==> src/rtl/qddc_pkg.sv <==
package qddc_pkg;
   localparam int HB_FRAC     = 9;
   localparam int HB_MAX_TAPS = 23;
   localparam int DEC_TAPS    = 11;
   localparam int DEC_FRAC    = 6;
   localparam int DEC_COEF_W  = 6;
   localparam int DECIM       = 4;

   // Hilbert constants at odd offset d from the centre, scaled by 2^HB_FRAC
   function automatic int hb_coef(input int d);
      case (d)
         1:       return 326;
         3:       return 109;
         5:       return 65;
         7:       return 47;
         9:       return 36;
         11:      return 30;
         default: return 0;
      endcase
   endfunction

   // Anti-alias low-pass taps, scaled by 2^DEC_FRAC (sum 64)
   function automatic int dec_coef(input int j);
      case (j)
         0, 10:   return -1;
         1, 9:    return -3;
         2, 8:    return -2;
         3, 7:    return 6;
         4, 6:    return 18;
         5:       return 28;
         default: return 0;
      endcase
   endfunction
endpackage

==> src/rtl/qddc_hilbert.sv <==
module qddc_hilbert
   import qddc_pkg::*;
#(
   parameter int IN_W = 8,
   parameter int TAPS = 7,
   parameter int HW   = 20
) (
   input  logic                   clk,
   input  logic                   rst,
   input  logic                   shift_en,
   input  logic signed [IN_W-1:0] din,
   output logic signed [HW-1:0]   i_out,
   output logic signed [HW-1:0]   q_out
);
   localparam int MID  = (TAPS - 1) / 2;
   localparam int NODD = (MID + 1) / 2;

   if ((TAPS % 2) == 0 || TAPS < 3 || TAPS > HB_MAX_TAPS) begin : g_bad_taps
      $error("qddc_hilbert: TAPS must be odd and within 3..%0d", HB_MAX_TAPS);
   end

   logic signed [IN_W-1:0] dl [TAPS];

   always_ff @(posedge clk) begin
      if (rst) begin
         for (int k = 0; k < TAPS; k++) dl[k] <= '0;
      end else if (shift_en) begin
         dl[0] <= din;
         for (int k = 1; k < TAPS; k++) dl[k] <= dl[k-1];
      end
   end

   logic signed [HW-1:0] pp [NODD];

   for (genvar g = 0; g < NODD; g++) begin : g_tap
      localparam int D = 2*g + 1;
      localparam logic signed [HW-1:0] C = HW'(hb_coef(D));
      logic signed [HW-1:0] older, newer;
      assign older = HW'(dl[MID+D]);
      assign newer = HW'(dl[MID-D]);
      assign pp[g] = (older - newer) * C;
   end

   logic signed [HW-1:0] q_sum;
   always_comb begin
      q_sum = '0;
      for (int g = 0; g < NODD; g++) q_sum = q_sum + pp[g];
   end

   logic signed [HW-1:0] centre;
   assign centre = HW'(dl[MID]);
   assign i_out  = centre <<< HB_FRAC;
   assign q_out  = q_sum;

   a_r8_line_holds: assert property (@(posedge clk) disable iff (rst)
      !shift_en |=> ($stable(dl[0]) && $stable(dl[TAPS-1])));
endmodule

==> src/rtl/qddc_rotator.sv <==
module qddc_rotator #(
   parameter int HW = 20
) (
   input  logic                 clk,
   input  logic                 rst,
   input  logic                 step,
   input  logic signed [HW-1:0] i_in,
   input  logic signed [HW-1:0] q_in,
   output logic signed [HW-1:0] i_out,
   output logic signed [HW-1:0] q_out
);
   logic [1:0] phase;

   always_ff @(posedge clk) begin
      if (rst)       phase <= 2'd0;
      else if (step) phase <= phase + 2'd1;
   end

   always_comb begin
      unique case (phase)
         2'd0: begin i_out = i_in;  q_out = q_in;  end
         2'd1: begin i_out = q_in;  q_out = -i_in; end
         2'd2: begin i_out = -i_in; q_out = -q_in; end
         2'd3: begin i_out = -q_in; q_out = i_in;  end
      endcase
   end

   a_r4_phase_hold: assert property (@(posedge clk) disable iff (rst)
      !step |=> $stable(phase));
endmodule

==> src/rtl/qddc_decim.sv <==
module qddc_decim
   import qddc_pkg::*;
#(
   parameter int HW    = 20,
   parameter int OUT_W = 12
) (
   input  logic                    clk,
   input  logic                    rst,
   input  logic                    en,
   input  logic signed [HW-1:0]    din_i,
   input  logic signed [HW-1:0]    din_q,
   output logic                    out_valid,
   output logic signed [OUT_W-1:0] out_i,
   output logic signed [OUT_W-1:0] out_q
);
   localparam int SW    = HW + DEC_COEF_W + $clog2(DEC_TAPS) + 1;
   localparam int SH    = HB_FRAC + DEC_FRAC;
   localparam int CNT_W = $clog2(DECIM);
   localparam logic signed [SW-1:0] HALF = SW'(1) <<< (SH - 1);
   localparam logic signed [SW-1:0] MAXV = SW'((2 ** (OUT_W - 1)) - 1);
   localparam logic signed [SW-1:0] MINV = -MAXV - SW'(1);

   if (OUT_W < 2 || OUT_W > SW - SH) begin : g_bad_width
      $error("qddc_decim: OUT_W out of range");
   end

   logic signed [HW-1:0] li [DEC_TAPS];
   logic signed [HW-1:0] lq [DEC_TAPS];
   logic [CNT_W-1:0]     cnt;
   logic                 go;

   always_ff @(posedge clk) begin
      if (rst) begin
         cnt <= '0;
         go  <= 1'b0;
         for (int k = 0; k < DEC_TAPS; k++) begin
            li[k] <= '0;
            lq[k] <= '0;
         end
      end else begin
         go <= en && (cnt == CNT_W'(DECIM - 1));
         if (en) begin
            cnt   <= cnt + CNT_W'(1);
            li[0] <= din_i;
            lq[0] <= din_q;
            for (int k = 1; k < DEC_TAPS; k++) begin
               li[k] <= li[k-1];
               lq[k] <= lq[k-1];
            end
         end
      end
   end

   logic signed [SW-1:0] pi [DEC_TAPS];
   logic signed [SW-1:0] pq [DEC_TAPS];

   for (genvar j = 0; j < DEC_TAPS; j++) begin : g_mac
      localparam logic signed [SW-1:0] C = SW'(dec_coef(j));
      assign pi[j] = SW'(li[j]) * C;
      assign pq[j] = SW'(lq[j]) * C;
   end

   logic signed [SW-1:0] si, sq, ri, rq;
   always_comb begin
      si = '0;
      sq = '0;
      for (int j = 0; j < DEC_TAPS; j++) begin
         si = si + pi[j];
         sq = sq + pq[j];
      end
      ri = (si + HALF) >>> SH;
      rq = (sq + HALF) >>> SH;
   end

   function automatic logic signed [OUT_W-1:0] clamp(input logic signed [SW-1:0] v);
      if (v > MAXV)      return MAXV[OUT_W-1:0];
      else if (v < MINV) return MINV[OUT_W-1:0];
      else               return v[OUT_W-1:0];
   endfunction

   always_ff @(posedge clk) begin
      if (rst) begin
         out_valid <= 1'b0;
         out_i     <= '0;
         out_q     <= '0;
      end else begin
         out_valid <= go;
         if (go) begin
            out_i <= clamp(ri);
            out_q <= clamp(rq);
         end
      end
   end

   a_r8_single_pulse: assert property (@(posedge clk) disable iff (rst)
      out_valid |=> !out_valid);
   a_r8_outputs_hold: assert property (@(posedge clk) disable iff (rst)
      !$past(go) |-> ($stable(out_i) && $stable(out_q)));
   a_r5_emit_needs_sample: assert property (@(posedge clk) disable iff (rst)
      go |-> $past(en));
endmodule

==> src/rtl/qrate_ddc.sv <==
module qrate_ddc
   import qddc_pkg::*;
#(
   parameter int IN_W    = 8,
   parameter int HB_TAPS = 7,
   parameter int OUT_W   = 12
) (
   input  logic                    clk,
   input  logic                    rst,
   input  logic                    in_valid,
   input  logic signed [IN_W-1:0]  in_sample,
   output logic                    out_valid,
   output logic signed [OUT_W-1:0] out_i,
   output logic signed [OUT_W-1:0] out_q
);
   localparam int HW = IN_W + HB_FRAC + 3;

   if (IN_W < 2 || IN_W > 16) begin : g_bad_in
      $error("qrate_ddc: IN_W out of range");
   end

   logic smp_v;
   always_ff @(posedge clk) begin
      if (rst) smp_v <= 1'b0;
      else     smp_v <= in_valid;
   end

   logic signed [HW-1:0] hb_i, hb_q, rot_i, rot_q;

   qddc_hilbert #(.IN_W(IN_W), .TAPS(HB_TAPS), .HW(HW)) hilbert_i (
      .clk(clk), .rst(rst), .shift_en(in_valid), .din(in_sample),
      .i_out(hb_i), .q_out(hb_q));

   qddc_rotator #(.HW(HW)) rotator_i (
      .clk(clk), .rst(rst), .step(smp_v),
      .i_in(hb_i), .q_in(hb_q), .i_out(rot_i), .q_out(rot_q));

   qddc_decim #(.HW(HW), .OUT_W(OUT_W)) decim_i (
      .clk(clk), .rst(rst), .en(smp_v), .din_i(rot_i), .din_q(rot_q),
      .out_valid(out_valid), .out_i(out_i), .out_q(out_q));

   a_r9_latency: assert property (@(posedge clk) disable iff (rst)
      out_valid |-> $past(smp_v, 2));
endmodule

==> config.mk <==
export PLATFORM = sky130hd
export DESIGN_NAME = qrate_ddc
export DESIGN_NICKNAME = d
export VERILOG_FILES = /design/src/rtl/qddc_pkg.sv /design/src/rtl/qddc_hilbert.sv /design/src/rtl/qddc_rotator.sv /design/src/rtl/qddc_decim.sv /design/src/rtl/qrate_ddc.sv
export SDC_FILE = /design/constraint.sdc
export NUM_CORES = 2
export LEC_CHECK = 0
export BUFFER_PORTS_ARGS = -buffer_cell sky130_fd_sc_hd__buf_2
export CORE_MARGIN = 4
export CORE_UTILIZATION = 50
export DETAILED_ROUTE_END_ITERATION = 6
export GPL_ROUTABILITY_DRIVEN = 0
export PLACE_DENSITY = 0.68
export SLEW_MARGIN = 10
export SYNTH_ARGS = -nofsm -noshare
export SYNTH_HDL_FRONTEND = slang
export SYNTH_HIERARCHICAL = 1
export SYNTH_SLANG_ARGS = --single-unit
==> constraint.sdc <==
create_clock -name clk -period 10.65 [get_ports clk]
set_input_delay 2.13 -clock clk [delete_from_list [all_inputs] [get_ports clk]]
set_output_delay 2.13 -clock clk [all_outputs]
set_load 0.01 [all_outputs]
==> metrics <==
outcome=complete, no violations; via count=39900; Clock transition at path regs=~0.060 ns; Final Setup Violations=0; Critical Path Sink Type=flop; non-filler cells, final=about 7500; crit share post-route=0.943; CP Buf/Inv Count=9; Area Overhead vs Synth=6.89%; setup tns final=0 ns; Compound-Gate Fraction of Synth Area=0.0874; vias in the first global route=~42000; Post-Route Skew=~0.035 ns; DRT Wirelength=134000 um; Setup crit start kind=flop; antenna violations before repair=1; total grt overflow=0; Netlist cell types=100; share of flip-flops with an asynchronous set or reset=0; Avg Cell Area, Syn=10.1 sq um; max capacitance violation total=0; Worst-Margin Slew=1.11 ns; total clock sinks=~530; Slowest-stage cell, CP=o41ai_1; clock latency on the worst-skew pair=around 0.67 ns; commonest non-fill, non-tap cell in the layout=inv_1; Synth Cell Area=a little under 60000 sq um; Core Area=between 100000 and 150000 sq um; DR WL/cell=approximately 18 um; XOR/XNOR Fraction of Synth Area=0.0511; first-pass GRT wire length=about 220000 um; HP Class=flop to flop; Die Span Y=approximately 350 um; Mapped Cells=~6000; root buffer cell=clkbuf_16; total of warnings raised by yosys=6; fin crit period=about 10 ns; layout cells sized above 1=0.0397; maximum number of pins on one net before global-route repair=around 260; Final Hold Fails=0; post-route ant nets=0; Fmax=between 90 and 100 MHz; DRT iter0 DRCs=~2600; CTS tree=built; CP max FO=11; Synth Area in Simple Gates=0.122; DRC=0; placed cells=around 7400; IO buf count=35; CP delay by family, top=adder cells; commonest non-fill, non-tap cells in the layout=inv_1 (1400), ha_1 (729), fa_1 (667); max-slew violation count=0; Vias/cell=around 5.3; drt first pass iters=5; nets=~7300; post-synthesis sequential area ratio=0.260; slowest stage delay, CP=a little under 0.8 ns; Worst Path Required=roughly 11 ns; Initial Utilization=0.505; clock buffer depth=3; mux cell area share after synthesis=0.00478; postcts setup bufs=0; EDFF count, synth=between 400 and 500; Post-synth top flop=edfxtp_1; GRT Util Overall=0.220; Post-DP HPWL=106000 um; Die Wd=between 300 and 400 um; main combinational cell family by area after synthesis=adder cells; Slew headroom=0.238; H-tree Lvls=3; Die ar.=~120000 sq um; # IOs=36; post-synthesis adder-cell area fraction=0.377; Yosys reg bits=around 530; CP arrival=about 11 ns; row count=between 100 and 150; Num CTS Buffers=69; Worst Path Class, Setup=flop to flop
==> registers in the layout, indices dropped and copies added, names as in the netlist, 2 cells and up <==
| register | flops |
|---|---|
| decim_i/cnt | 2 |
| decim_i/li | 220 |
| hilbert_i/dl | 56 |
| decim_i/out_q | 12 |
| rotator_i/phase | 2 |
| decim_i/lq | 220 |
| decim_i/out_i | 12 |
==> cell usage after synthesis (11+ instances only) <==
library cell	instances	share of area
ha_1	730	0.15
nor3_1	119	0.010
fa_1	667	0.22
a21oi_1	195	0.016
a211oi_1	51	0.0064
nor2_1	236	0.015
a21o_1	82	0.010
or3_1	31	0.0033
inv_1	1400	0.088
edfxtp_1	496	0.25
clkbuf_1	97	0.0061
nor2b_1	61	0.0064
nand3_1	75	0.0063
mux2i_1	24	0.0040
and3_1	29	0.0030
or4_1	11	0.0014
o31ai_1	26	0.0033
a31oi_1	21	0.0022
a2111oi_0	16	0.0023
nand2b_1	31	0.0033
buf_4	16	0.0020
nand4_1	14	0.0015
nand2_1	150	0.0094
a221o_1	13	0.0022
o21a_1	32	0.0040
o21bai_1	30	0.0038
dfxtp_1	31	0.010
or2_2	13	0.0014
a31o_2	11	0.0016
xor2_1	82	0.012
o21ai_0	107	0.0090
and2_1	461	0.048
nor4_1	25	0.0026
xnor2_1	264	0.039
a311oi_1	16	0.0023
==> per-stage QoR <==
step / hold WS (ns) / cell area [sq um] / utilization / setup slack, ns
floorplan: 0.465 / 59700 / - / 1.32
global placement: 0.456 / 61500 / 0.520 / 0.587
global route: 0.518 / 63800 / 0.539 / -0.00570
CTS: 0.477 / 63700 / 0.539 / 0.374
finish: 0.477 / 63800 / 0.539 / 0.610
detailed placement: 0.460 / 61500 / 0.520 / 0.427
==> worst paths after layout <==
kind | cells past startpoint | slack [ns] | to | startpoint
setup / recovery | 37 | 0.61 | decim_i/out_q[2]$_SDFFE_PP0P_ | decim_i/lq[5][2]$_SDFFCE_PN0P_
hold reg to reg | 2 | 0.48 | decim_i/out_i[11]$_SDFFE_PP0P_ | decim_i/out_i[11]$_SDFFE_PP0P_
setup reg to reg | 37 | 0.61 | decim_i/out_q[2]$_SDFFE_PP0P_ | decim_i/lq[5][2]$_SDFFCE_PN0P_
hold / removal | 2 | 0.48 | decim_i/out_i[11]$_SDFFE_PP0P_ | decim_i/out_i[11]$_SDFFE_PP0P_
==> tightest hold or removal path, delay by kind of cell (launching register included) <==
family / cells / cell delay (ns)
DFF: 1 / 0.31
and+or+nand+nor: 1 / 0.06
AOI/OAI and AO/OA: 1 / 0.06
==> logic make-up (layout without fill, tap and decap cells) <==
kind of cell | count (synthesis) | after routing
mux | 28 | 28
other cells | 1 | 12
buf+inv | 1530 | 1589
fa+ha+maj | 1397 | 1397
simple gates | 1317 | 1317
flops | 527 | 527
compound gates | 759 | 759
xor+xnor | 347 | 347
==> per-layer routing <==
metal | share of wire | up-vias | global-route usage | wire [um]
li1 | - | 19300 | - | -
met4 | 0.032 | 0 | 0.0676 | 4310
met3 | 0.036 | 223 | 0.0251 | 4810
met1 | 0.43 | 19600 | 0.284 | 57500
met2 | 0.50 | 784 | 0.390 | 67100
met5 | 0 | - | 0 | 0
==> cell type report <==
class	instances	area (sq um)
well taps	1536	1920
diodes	3	7.51
clock inverters	42	462
clock buffers	80	1810
inverters	1400	5260
repair buffers	67	453
multi-input cells	3857	38300
fillers	10500	54500
flip-flops and latches	527	15500
==> repair_timing <==
action                     CTS  global route
hold buffers                 0             0
gates resized for setup      0             3
setup endpoints to repair    0            12
hold endpoints to repair     0             0
Power is left out: the tool's default activity adds up to more than one toggle a clock period on the data nets, which glitch-free logic cannot reach.
